## src/rtl/dma_seq_pkg.sv

```systemverilog
package dma_seq_pkg;

  typedef enum logic [2:0] {
    ST_IDLE = 3'd0,
    ST_WREQ = 3'd1,
    ST_ARB  = 3'd2,
    ST_CYA  = 3'd3,
    ST_CYB  = 3'd4
  } seq_state_t;

  function automatic logic [2:0] size_to_bytes(input logic [1:0] code);
    case (code)
      2'd0:    size_to_bytes = 3'd1;
      2'd1:    size_to_bytes = 3'd2;
      default: size_to_bytes = 3'd4;
    endcase
  endfunction

endpackage

```

## src/rtl/dma_req_qual.sv

```systemverilog
module dma_req_qual (
  input  logic clk,
  input  logic rst_n,
  input  logic dreq,
  input  logic clr,
  input  logic consume,
  input  logic ext,
  input  logic burst,
  output logic req_ok
);
  logic dreq_q;
  logic pend_q;
  logic rise;

  assign rise = dreq & ~dreq_q;

  always_comb begin
    if (!ext)       req_ok = 1'b1;
    else if (burst) req_ok = dreq;
    else            req_ok = pend_q | rise;
  end

  always_ff @(posedge clk or negedge rst_n) begin
    if (!rst_n) begin
      dreq_q <= 1'b0;
      pend_q <= 1'b0;
    end else begin
      dreq_q <= dreq;
      if (clr || consume) pend_q <= 1'b0;
      else                pend_q <= pend_q | rise;
    end
  end
endmodule

```

## src/rtl/dma_ptr_unit.sv

```systemverilog
module dma_ptr_unit #(
  parameter int AW = 32,
  parameter int CW = 24
) (
  input  logic          clk,
  input  logic          rst_n,
  input  logic          load,
  input  logic          step,
  input  logic [AW-1:0] src_init,
  input  logic [AW-1:0] dst_init,
  input  logic [1:0]    inc_en,
  input  logic [CW-1:0] cnt_init,
  input  logic [2:0]    nbytes,
  output logic [AW-1:0] src,
  output logic [AW-1:0] dst,
  output logic [CW-1:0] cnt,
  output logic          last
);
  localparam int NPTR = 2;

  logic [AW-1:0] init_v [NPTR];
  logic [AW-1:0] ptr_q  [NPTR];
  logic [CW-1:0] cnt_q;
  logic [CW-1:0] step_w;

  assign init_v[0] = src_init;
  assign init_v[1] = dst_init;
  assign step_w    = CW'(nbytes);

  for (genvar g = 0; g < NPTR; g++) begin : g_ptr
    always_ff @(posedge clk or negedge rst_n) begin
      if (!rst_n)                 ptr_q[g] <= '0;
      else if (load)              ptr_q[g] <= init_v[g];
      else if (step && inc_en[g]) ptr_q[g] <= ptr_q[g] + AW'(nbytes);
    end
  end

  always_ff @(posedge clk or negedge rst_n) begin
    if (!rst_n)    cnt_q <= '0;
    else if (load) cnt_q <= cnt_init;
    else if (step) cnt_q <= last ? '0 : cnt_q - step_w;
  end

  assign src  = ptr_q[0];
  assign dst  = ptr_q[1];
  assign cnt  = cnt_q;
  assign last = (cnt_q <= step_w);
endmodule

```

## src/rtl/dma_seq_ctrl.sv

```systemverilog
module dma_seq_ctrl
  import dma_seq_pkg::*;
#(
  parameter int AW  = 32,
  parameter int DW  = 32,
  parameter int FCW = 3
) (
  input  logic           clk,
  input  logic           rst_n,
  input  logic           go,
  input  logic           go_zero,
  input  logic           req_ok,
  input  logic           bus_gnt,
  input  logic           bus_ack,
  input  logic           bus_err,
  input  logic           single,
  input  logic           hs_src,
  input  logic           burst,
  input  logic           ext,
  input  logic           last,
  input  logic [DW-1:0]  bus_rdata,
  input  logic [AW-1:0]  src,
  input  logic [AW-1:0]  dst,
  input  logic [FCW-1:0] src_fc,
  input  logic [FCW-1:0] dst_fc,
  output logic           step,
  output logic           consume,
  output logic           busy,
  output logic           bus_req,
  output logic           bus_cyc,
  output logic           bus_we,
  output logic [AW-1:0]  bus_addr,
  output logic [FCW-1:0] bus_fc,
  output logic [DW-1:0]  bus_wdata,
  output logic           dack,
  output logic           ddone,
  output logic           done,
  output logic           err
);
  seq_state_t st_q, st_d;
  logic [DW-1:0] hold_q;
  logic done_q, err_q;
  logic op_end;
  logic dst_side;

  // operand ends on the ack of its last cycle
  assign op_end = bus_ack && !bus_err &&
                  ((st_q == ST_CYA && single) || st_q == ST_CYB);

  always_comb begin
    st_d    = st_q;
    consume = 1'b0;
    case (st_q)
      ST_IDLE: if (go && !go_zero) st_d = ST_WREQ;
      ST_WREQ: if (req_ok) begin
                 st_d    = ST_ARB;
                 consume = 1'b1;
               end
      ST_ARB:  if (bus_gnt) st_d = ST_CYA;
      ST_CYA:  if (bus_err) st_d = ST_IDLE;
               else if (bus_ack) st_d = single ? ST_WREQ : ST_CYB;
      ST_CYB:  if (bus_err) st_d = ST_IDLE;
               else if (bus_ack) st_d = ST_WREQ;
      default: st_d = ST_IDLE;
    endcase
    if (op_end) begin
      if (last) st_d = ST_IDLE;
      else if (burst && req_ok) begin
        st_d    = ST_CYA;
        consume = 1'b1;
      end else st_d = ST_WREQ;
    end
  end

  always_ff @(posedge clk or negedge rst_n) begin
    if (!rst_n) begin
      st_q   <= ST_IDLE;
      hold_q <= '0;
      done_q <= 1'b0;
      err_q  <= 1'b0;
    end else begin
      st_q <= st_d;
      if (st_q == ST_CYA && !single && bus_ack && !bus_err) hold_q <= bus_rdata;
      if (go) begin
        done_q <= go_zero;
        err_q  <= 1'b0;
      end else begin
        if (op_end && last) done_q <= 1'b1;
        if (bus_cyc && bus_err) err_q <= 1'b1;
      end
    end
  end

  assign step = op_end;

  // which side the present cycle addresses
  assign dst_side  = (st_q == ST_CYB) || (st_q == ST_CYA && single && !hs_src);
  assign busy      = (st_q != ST_IDLE);
  assign bus_cyc   = (st_q == ST_CYA) || (st_q == ST_CYB);
  assign bus_req   = bus_cyc || (st_q == ST_ARB);
  assign bus_we    = bus_cyc && dst_side;
  assign bus_addr  = dst_side ? dst : src;
  assign bus_fc    = dst_side ? dst_fc : src_fc;
  assign bus_wdata = hold_q;
  assign dack      = ext && bus_cyc && (single || (dst_side != hs_src));
  assign ddone     = dack && last;
  assign done      = done_q;
  assign err       = err_q;
endmodule

```

## src/rtl/dma_xfer_seq.sv

```systemverilog
module dma_xfer_seq
  import dma_seq_pkg::*;
#(
  parameter int AW  = 32,
  parameter int DW  = 32,
  parameter int CW  = 24,
  parameter int FCW = 3
) (
  input  logic           clk,
  input  logic           rst_n,
  input  logic           start,
  input  logic [AW-1:0]  cfg_src_addr,
  input  logic [AW-1:0]  cfg_dst_addr,
  input  logic [FCW-1:0] cfg_src_fc,
  input  logic [FCW-1:0] cfg_dst_fc,
  input  logic [1:0]     cfg_size,
  input  logic [CW-1:0]  cfg_count,
  input  logic           cfg_single,
  input  logic           cfg_hs_src,
  input  logic           cfg_burst,
  input  logic           cfg_ext_req,
  input  logic           cfg_src_inc,
  input  logic           cfg_dst_inc,
  input  logic           dreq,
  output logic           dack,
  output logic           ddone,
  output logic           bus_req,
  input  logic           bus_gnt,
  output logic           bus_cyc,
  output logic           bus_we,
  output logic [AW-1:0]  bus_addr,
  output logic [FCW-1:0] bus_fc,
  output logic [1:0]     bus_size,
  output logic [DW-1:0]  bus_wdata,
  input  logic [DW-1:0]  bus_rdata,
  input  logic           bus_ack,
  input  logic           bus_err,
  output logic           busy,
  output logic           done,
  output logic           err
);
  logic           go, go_zero;
  logic           single_q, hs_q, burst_q, ext_q;
  logic [1:0]     size_q, inc_q;
  logic [FCW-1:0] sfc_q, dfc_q;
  logic [2:0]     nbytes;
  logic           req_ok, consume, step, last;
  logic [AW-1:0]  src, dst;
  logic [CW-1:0]  cnt;

  assign go      = start && !busy;
  assign go_zero = (cfg_count == '0);
  assign nbytes  = size_to_bytes(size_q);

  always_ff @(posedge clk or negedge rst_n) begin
    if (!rst_n) begin
      single_q <= 1'b0;
      hs_q     <= 1'b0;
      burst_q  <= 1'b0;
      ext_q    <= 1'b0;
      size_q   <= '0;
      inc_q    <= '0;
      sfc_q    <= '0;
      dfc_q    <= '0;
    end else if (go) begin
      single_q <= cfg_single;
      hs_q     <= cfg_hs_src;
      burst_q  <= cfg_burst;
      ext_q    <= cfg_single | cfg_ext_req;
      size_q   <= cfg_size;
      inc_q    <= {cfg_dst_inc, cfg_src_inc};
      sfc_q    <= cfg_src_fc;
      dfc_q    <= cfg_dst_fc;
    end
  end

  dma_req_qual u_req (
    .clk     (clk),
    .rst_n   (rst_n),
    .dreq    (dreq),
    .clr     (go),
    .consume (consume),
    .ext     (ext_q),
    .burst   (burst_q),
    .req_ok  (req_ok)
  );

  dma_ptr_unit #(.AW(AW), .CW(CW)) u_ptr (
    .clk      (clk),
    .rst_n    (rst_n),
    .load     (go),
    .step     (step),
    .src_init (cfg_src_addr),
    .dst_init (cfg_dst_addr),
    .inc_en   (inc_q),
    .cnt_init (cfg_count),
    .nbytes   (nbytes),
    .src      (src),
    .dst      (dst),
    .cnt      (cnt),
    .last     (last)
  );

  dma_seq_ctrl #(.AW(AW), .DW(DW), .FCW(FCW)) u_ctrl (
    .clk       (clk),
    .rst_n     (rst_n),
    .go        (go),
    .go_zero   (go_zero),
    .req_ok    (req_ok),
    .bus_gnt   (bus_gnt),
    .bus_ack   (bus_ack),
    .bus_err   (bus_err),
    .single    (single_q),
    .hs_src    (hs_q),
    .burst     (burst_q),
    .ext       (ext_q),
    .last      (last),
    .bus_rdata (bus_rdata),
    .src       (src),
    .dst       (dst),
    .src_fc    (sfc_q),
    .dst_fc    (dfc_q),
    .step      (step),
    .consume   (consume),
    .busy      (busy),
    .bus_req   (bus_req),
    .bus_cyc   (bus_cyc),
    .bus_we    (bus_we),
    .bus_addr  (bus_addr),
    .bus_fc    (bus_fc),
    .bus_wdata (bus_wdata),
    .dack      (dack),
    .ddone     (ddone),
    .done      (done),
    .err       (err)
  );

  assign bus_size = size_q;

  logic unused_cnt;
  assign unused_cnt = ^cnt;
endmodule

```

## config.mk

```make
export PLATFORM = sky130hd
export DESIGN_NAME = dma_xfer_seq
export DESIGN_NICKNAME = d
export VERILOG_FILES = /design/src/rtl/dma_seq_pkg.sv /design/src/rtl/dma_req_qual.sv /design/src/rtl/dma_ptr_unit.sv /design/src/rtl/dma_seq_ctrl.sv /design/src/rtl/dma_xfer_seq.sv
export SDC_FILE = /design/constraint.sdc
export NUM_CORES = 1
export LEC_CHECK = 0
export ABC_AREA = 1
export BUFFER_PORTS_ARGS = -buffer_cell sky130_fd_sc_hd__buf_4
export CAP_MARGIN = 15
export CORE_MARGIN = 2
export CORE_UTILIZATION = 44
export CTS_CLUSTER_DIAMETER = 40
export DETAILED_ROUTE_END_ITERATION = 6
export PLACE_DENSITY = 0.7
export SYNTH_ARGS = -nofsm -noshare
export SYNTH_HDL_FRONTEND = slang
export SYNTH_SLANG_ARGS = --single-unit
```

## constraint.sdc

```tcl
create_clock -name clk -period 2.2 [get_ports clk]
set_clock_uncertainty 0.2 [all_clocks]
set_input_delay 0.44 -clock clk [delete_from_list [all_inputs] [get_ports clk]]
set_output_delay 0.44 -clock clk [all_outputs]
set_load 0.005 [all_outputs]
```

# == Word-level counts from Yosys, hierarchy flattened ==
# Cells that the tools add are included.
# op_classes
n_addsub,3
order_cmp,1
eq_ne,11
muxes,34
bitwise_logic,4
n_reduce_logical,39
# ops
op,count
$mux W32,5
$mux W24,3
$add A32 B3 Y32,2
$mux W3,11
$le A24 B3 Y1,1
$logic_not A24 Y1,1
$sub A24 B3 Y24,1
$logic_and A1 B1 Y1,18
$pmux W3 S5,1
$mux W1,12
$reduce_bool A2 Y1,5
$ne A4 B3 Y1 const B,2
$eq A3 B2 Y1 const B,2
$logic_or A1 B1 Y1,6
$ne A3 B1 Y1 const B,2
$pmux W3 S2,1
$logic_not A1 Y1,5
$reduce_and A5 Y1,1
$eq A3 B1 Y1 const B,1
$eq A3 B3 Y1 const B,1
$logic_not A3 Y1,1
$ne A3 B2 Y1 const B,1
$reduce_bool A3 Y1,1
$eq A2 B1 Y1 const B,1
other kinds (6),7
# totals
register_bits,141
inputBits,141
out_inout_bits,77
wordCells,109

# == Longest topological paths before layout ==
# Gate-level depths: netlist of the first run.
# logic_depth
word_depth,12
depth_mapped,16
depth_no_buf,16

# == Cells and area by module ==
# From an unflattened synthesis of the first run, not the netlist that was laid out.
# unflattened
hier_cells,1542
hier_area_um2,10118.5
# modules_own_cells
mod,instances,cells_per_inst,area_per_inst_um2,seq_area_each_um2
dma_ptr_unit,1,1120,6907.9,2202.1
dma_seq_ctrl,1,325,2412.3,925.9
dma_xfer_seq,1,85,699.4,350.3
dma_req_qual,1,12,98.8,50.0

# == Least setup slack after synthesis of the first run ==
# OpenSTA, ideal clock, no wires.
# synth_timing
kind,reg-to-reg
from,reg size_q[1] (netlist: bus_size[1])
to,"reg u_ptr.ptr_q, in the netlist u_ptr.dst[18]"
setup_ns,0.116
arrival_ns,2.146
slack_ns,-0.262
stages_incl_launch_ff,17
path_buffers,0
synth_period_minus_slack_ns,2.462
path_cell_list,dfrtp_1 -> nor2_1 -> ha_1 -> inv_1 -> fa_1 -> inv_1 -> nand2_1 -> nand2_1 -> nand2_1 -> nor2_1 -> nand2_1 -> nor2_1 -> nand2_1 -> nand2_1 -> nand2_1 -> nand2_1 -> nand2_1
# synth_via
elab_chain_len,5
word_cells_on_any_way,6
# synth_lines
element,line,source
start: declaration,dma_xfer_seq.sv:44,"logic [1:0] size_q, inc_q;"
start signal: assignment,dma_xfer_seq.sv:70,size_q <= cfg_size;
$eq A2 B1 Y1 or $logic_not A2 Y1 (tied branches),dma_seq_pkg.sv:12,case (code)
$pmux W3 S2 (*),dma_seq_pkg.sv:12,
$add A32 B3 Y32 (*),dma_ptr_unit.sv:34,else if (step && inc_en[g]) ptr_q[g] <= ptr_q[g] + AW'(nbytes);
$mux W32 (*),dma_ptr_unit.sv:34,
$mux W32 (*),dma_ptr_unit.sv:33,else if (load) ptr_q[g] <= init_v[g];
end signal: indexed assignment,dma_ptr_unit.sv:33,
end signal: indexed assignment,dma_ptr_unit.sv:34,
end: declaration,dma_ptr_unit.sv:22,logic [AW-1:0] ptr_q [NPTR];
# Every way passes the cells marked *; elsewhere a longest branch is shown, timed or not. The select of a mux whose other input is x is not followed.
# A chain may end at the register's enable or synchronous reset.

# == Final worst setup path of the first run ==
# layout_timing
from,reg u_ctrl.st_q[0]
to,out bus_addr[5]
# layout_via
elab_chain_len,5
word_cells_on_any_way,6
# layout_lines
element,line,source
start: declaration,dma_seq_ctrl.sv:40,"seq_state_t st_q, st_d;"
start signal: assignment,dma_seq_ctrl.sv:82,st_q <= st_d;
$eq A3 B2 Y1,dma_seq_ctrl.sv:97,assign dst_side = (st_q == ST_CYB) || (st_q == ST_CYA && single && !hs_src);
$logic_and A1 B1 Y1 (2 in series),dma_seq_ctrl.sv:97,
$logic_or A1 B1 Y1 (*),dma_seq_ctrl.sv:97,
$mux W32 (*),dma_seq_ctrl.sv:102,assign bus_addr = dst_side ? dst : src;
end: declaration,dma_xfer_seq.sv:31,"output logic [AW-1:0] bus_addr,"
# Every way passes the cells marked *; elsewhere a longest branch is shown, timed or not.

==> out/qor.txt, run 1 <==
largest net degree at the start of global routing = 41
router iterations before antenna repair = 7
clock network power share = 13.7%
Starting Density = 44.78%
critical path arrival = 2100 ps
H-tree level count = 4
top-level port count = 218
maximum VDD drop = 0.8049 mV
max-slew violations = 0
Max-Cap Viols = 0
Syn Nets = 1570
CP Class = reg2out
WHS = 8.097 ps
crit-path cells = buf_6 > nand4_1 > nand2_4 > nand2_8 > buf_4 > buf_6 > buf_8 > o21ai_4 > buf_6
GRT Total Usage = 30.79%
chip height = 150.0 um
Yosys warning total = 0
post-route cell area = 15440 um^2
Via Count = 11320
Area Overhead vs Synth = 64.57%
Sink Count = 141
Antenna diodes = 0
Req. time, crit path = 1560 ps
Worst Setup End Kind = output pin
failing checks = setup timing
Final nets = 1919
CTS max path bufs = 2
Sequential Power Share = 24.0%
DP Wirelength = 24020 um
Final Instance Count excl. Fillers = 2054
Leakage = 0.007377 uW
post-DR wirelength/cell = 18.28 um
fmax = 0.3650 GHz
worst hold path type = in2reg
Core Region = 20960 um^2
RSZ-0062 raised after global routing = yes
startpoint types = flip-flop
crit-path max cell delay = 450 ps
crit path launch = u_ctrl.st_q[0]
normalized max-slew margin = 70.45%
syn_area_per_cell = 6.622 um^2
period utilization = 124.5%
status = complete, but fails checks
global routing's busiest layer = met2
final hold viol count = 0
hold path start = cfg_hs_src
global route total overflow = 0
Critical R2R Launch = bus_size[1]
Post-DP Area = 12000 um^2
Global Route met1 Usage = 38.63%
clock root buffer = clkbuf_16
Internal = 11790 uW
CP most frequent cell = buf_6
slowest CP cell = dfrtp_1
Yosys reg bits = 141
global-route met2 utilization = 52.17%
remaining antenna violation count = 0
crit path buf inv count = 5
initial antenna violation count = 0
Pwr Total = 21690 uW
CP max FO = 5
Routed WL = 37560 um
Post-Syn Area = 9383 um^2
commonest non-fill, non-tap cell in the layout = nand2_1
CTS tree = built
global-route wire length before repair = 54340 um
IO Port Bufs = 217
Final WS setup = -539.8 ps
# rows = 53
highest-count cells in the layout ignoring fill and taps = nand2_1 (383), buf_4 (255), nor2_1 (171)
post-DR vias/cell = 5.509
die width = 150.0 um
min cycle time layout = 2740 ps
Die ar. = 22510 um^2
Psw = 9905 uW
post-synthesis sequential area ratio = 37.61%
clock buffer count from CTS = 17
Final setup viols = 126
Power Density = 1405 nW/um^2
RD Place Congestion = 0.9215
Residual DRC = 0
Synth Instances = 1417
Clock Latency Late Sink = 430 ps
DR iter-0 viols = 1007
Switching Share = 45.66%
share of cells above drive strength 1 = 40.92%
GR Util met3 = 6.829%
placed cells = 1952
Cell variety after synth = 39
vias in the first global route = 10910
Top delay family on crit path = buffers and inverters
Reg clk slew, reported paths = 70 ps
Gate power share = 62.3%
Least-Margin Pin Slew = 443.3 ps
## cells by family after synthesis
logic type      synth area share, %
mux                           3.841
buf+inv                       8.188
simple gates                  38.35
compound gates                9.335
xor+xnor                     0.8402
fa+ha+maj                     1.840
flops                         37.60
## routing by layer
metal	vias to the layer above	wire length (um)
li1	5258	-
met1	5336	14070
met2	615	18520
met3	106	3534
met4	0	1435
met5	-	0
## per-stage QoR
step / utilization (%) / TNS [ps] / setup WS, ps
2_1_floorplan: - / -222.6 / -66.20
3_3_place_gp: 57.28 / -4665 / -179.6
3_5_place_dp: 57.28 / -7988 / -213.4
4_1_cts: 68.07 / -20470 / -455.9
5_1_grt: 73.69 / -41650 / -604.0
6_report: 73.69 / -30770 / -539.8
## registers in the layout, summed over array words and instances, names as in the netlist, 2 cells and up
register          cells
bus_size              2
dfc_q                 3
u_ptr.src            32
u_ctrl.st_q           3
u_ptr.dst            32
sfc_q                 3
u_ctrl.bus_wdata     32
inc_q                 2
u_ptr.cnt            24
## worst reg2reg max path: stages (launching register included)
cell     delay [ps]
dfrtp_1         420
nor2_4          160
buf_6           140
buf_12           90
ha_4            120
inv_2            40
fa_2            360
inv_2            80
nand2_4          60
nand2_4          70
nand2_4          70
nor2_4          170
nand2_4         100
nor2_4          110
nand2_1          70
nand2_1          60
nand2_1          40
nand2_1          50
nand2_1          40
## synth_stat cells, drive strengths merged
cell type / n / share of area [%]
ha: 9 / 1.2
a21boi: 1 / 0.080
a21o: 1 / 0.080
mux2: 32 / 3.8
o21a: 3 / 0.24
buf: 29 / 1.8
dfrtp: 141 / 38
o22ai: 4 / 0.27
o211ai: 17 / 1.4
clkbuf: 17 / 0.69
fa: 3 / 0.64
nor2: 216 / 8.7
inv: 139 / 5.6
a21oi: 19 / 1.0
xnor2: 3 / 0.28
nand2b: 1 / 0.067
nor3: 19 / 1.0
nand4: 20 / 1.3
or2: 5 / 0.33
nand3: 122 / 6.5
o21ai: 100 / 5.3
clkinv: 1 / 0.040
a31oi: 6 / 0.40
o21bai: 6 / 0.48
nor3b: 1 / 0.080
nand2: 488 / 20
a22oi: 1 / 0.080
nand3b: 7 / 0.56
xor2: 6 / 0.56
## final cells by class
type                       instances  area [um^2]
multi-input combinational       1090         6623
fill                            1563         5514
clock buffer                      17        425.4
timing repair inverter             2        23.77
inverter                         140        606.8
timing repair buffer             374         3720
clock inverter                    15        168.9
tap                              275        344.1
sequential                       141         3530
## power groups by stage
stage	sequential, uW	combinational (uW)	clock, uW
2_1_floorplan	4660	5060	0
3_3_place_gp	4930	8630	0
3_5_place_dp	4970	8790	0
4_1_cts	5050	11400	2990
5_1_grt	5350	14500	3120
6_report	5200	13500	2980
## final timing paths
kind                                 endpoint  slack, ps  cells after the start
max in group asynchronous       u_ptr.cnt[10]        900                      3
worst min-delay path                     hs_q          8                      3
worst min register to register       dfc_q[0]        300                      2
worst max-delay path              bus_addr[5]       -540                      9
min in group asynchronous       u_ptr.src[27]        310                      2
worst max register to register  u_ptr.src[18]       -360                     18
## timing repair
item | in CTS | in global routing
hold endpoints to repair | 35 | 0
endpoints found under the setup margin | 106 | 139
pin swaps | 52 | 82
cloned | 15 | 6
hold buffers | 2 | 0
gates resized for setup | 306 | 272
buffers inserted | 42 | 33
No activity file was read; power rests on OpenSTA's default activity.
==> run 2: changes to the inputs <==
RECOVER_POWER = 100   (was not set)
==> run 2 against run 1 <==
  * Largest cell class unchanged
  * Combinational power about the same
  * The flow still finishes with violations (setup timing)
  * Die area unchanged
  * Highest routed layer unchanged
  * Power down 0.44%
==> out/qor.txt, run 2 (synthesis results as in run 1) <==
Final WS setup = -553.8 ps (-13.95 ps)
worst hold path type = in2reg
RSZ-0062 raised after global routing = yes
CP most frequent cell = buf_6
Power Density = 1406 nW/um^2 (about the same)
failing checks = setup timing
Pwr Total = 21600 uW (-0.44%)
commonest non-fill, non-tap cell in the layout = nand2_1
chip height = 150.0 um (unchanged)
vias in the first global route = 10910 (unchanged)
Starting Density = 44.78% (unchanged)
global route total overflow = 0 (unchanged)
clock buffer count from CTS = 17 (unchanged)
CTS tree = built
hold path start = cfg_count[11]
Clock Latency Late Sink = 440 ps (about the same)
die width = 150.0 um (unchanged)
Routed WL = 37460 um (-0.27%)
Core Region = 20960 um^2 (unchanged)
Area Overhead vs Synth = 63.69%
Leakage = 0.007312 uW (-0.87%)
top-level port count = 218 (unchanged)
global-route wire length before repair = 54340 um (unchanged)
H-tree level count = 4 (unchanged)
min cycle time layout = 2754 ps (+13.95 ps)
max-slew violations = 0 (unchanged)
Layout Utilization = 73.29% (-0.39 points)
crit-path cells = buf_6 > nand4_1 > nand2_4 > nand2_8 > buf_4 > buf_6 > buf_8 > o21ai_4 > buf_6
Antenna diodes = 0 (unchanged)
CP Class = reg2out
clock root buffer = clkbuf_16
Worst Setup End Kind = output pin
post-DR vias/cell = 5.527 (+0.34%)
period utilization = 125.2% (+0.63 points)
startpoint types = flip-flop
CP max FO = 5 (unchanged)
share of cells above drive strength 1 = 40.36% (-0.56 points)
IO Port Bufs = 217 (unchanged)
Critical R2R Launch = bus_size[1]
Reg clk slew, reported paths = 70 ps (about the same)
normalized max-slew margin = 25.15% (-45 points)
maximum VDD drop = 0.8056 mV (about the same)
Via Count = 11350 (+0.34%)
RD Place Congestion = 0.9215 (unchanged)
Final setup viols = 126 (unchanged)
router iterations before antenna repair = 6 (-1)
remaining antenna violation count = 0 (unchanged)
Place WS = -213.4 ps (unchanged)
crit-path max cell delay = 450 ps (about the same)
Residual DRC = 0 (unchanged)
slowest CP cell = dfrtp_1
crit path launch = u_ctrl.st_q[1]
CTS max path bufs = 2 (unchanged)
Sink Count = 141 (unchanged)
Req. time, crit path = 1560 ps (about the same)
Least-Margin Pin Slew = 1123 ps (+679.5 ps)
post-DR wirelength/cell = 18.24 um (-0.27%)
# rows = 53 (unchanged)
DP Wirelength = 24020 um (unchanged)
critical path arrival = 2110 ps (about the same)
Final nets = 1919 (unchanged)
Die ar. = 22510 um^2 (unchanged)
initial antenna violation count = 0 (unchanged)
status = complete, but fails checks
final hold viol count = 0 (unchanged)
GRT Total Usage = 30.79% (unchanged)
largest net degree at the start of global routing = 41 (unchanged)
fmax = 0.3631 GHz (-0.51%)
highest-count cells in the layout ignoring fill and taps = nand2_1 (383), buf_4 (217), nor2_1 (171)
Max-Cap Viols = 0 (unchanged)
DR iter-0 viols = 961 (-4.6%)
[run 2: what timing repair did]
action | in CTS | in global routing
setup endpoints to repair | 106 | 139
endpoints found under the hold margin | 35 | 0
setup buffers | 42 | 33
gates resized for setup | 306 | 272
pin swaps | 52 | 82
hold buffers | 2 | 0
gates cloned | 15 | 6
[run 2: final cells by class]
| type | count | area, um^2 |
|---|---|---|
| clock buffer | 17 | 425.4 |
| clock inverter | 15 | 168.9 |
| fill | 1586 | 5597 |
| inverter | 140 | 606.8 |
| multi-input combinational | 1090 | 6623 |
| sequential | 141 | 3530 |
| tap | 275 | 344.1 |
| timing repair buffer | 374 | 3637 |
| timing repair inverter | 2 | 23.77 |
[run 2: metrics by stage]
| step | hold WS (ps) | TNS [ps] | cells | area (um^2) |
|---|---|---|---|---|
| floorplan | -55.59 | -222.6 | 1417 | 9438 |
| global placement | 199.4 | -4665 | 1952 | 12000 |
| detailed placement | 195.5 | -7988 | 1952 | 12000 |
| CTS | 3.398 | -20470 | 2035 | 14260 |
| global route | 3.535 | -41900 | 2054 | 15360 |
| finish | 6.811 | -30910 | 2054 | 15360 |
[run 2: final timing paths]
| kind | slack, ps | depth (start not counted) | to |
|---|---|---|---|
| min | 7 | 3 | u_ptr.cnt[11] |
| max | -550 | 9 | bus_addr[5] |
| max reg2reg | -360 | 18 | u_ptr.src[18] |
| max in group asynchronous | 210 | 3 | u_ctrl.bus_wdata[6] |
| min in group asynchronous | 560 | 2 | u_ptr.src[27] |
| min reg2reg | 300 | 2 | dfc_q[0] |
[run 2: routing by layer]
layer	up-vias	GRT usage, %	share of wire [%]
li1	5266	-	-
met1	5351	38.63	37
met2	606	52.17	49
met3	130	6.829	9.7
met4	0	10.99	4.2
met5	-	0	0
[run 2: report_power, final]
part,total [uW],internal [uW],switching (uW)
clock,2970,1620,1350
combinational,13400,6290,7130
sequential,5200,3790,1400
total,21600,11700,9890
[run 2: critical path, delay by kind of cell (launching register included)]
kind | cells | cell delay (ps)
AOI/OAI and AO/OA | 1 | 210
buffers and inverters | 5 | 660
DFF | 1 | 450
and+or+nand+nor | 3 | 360
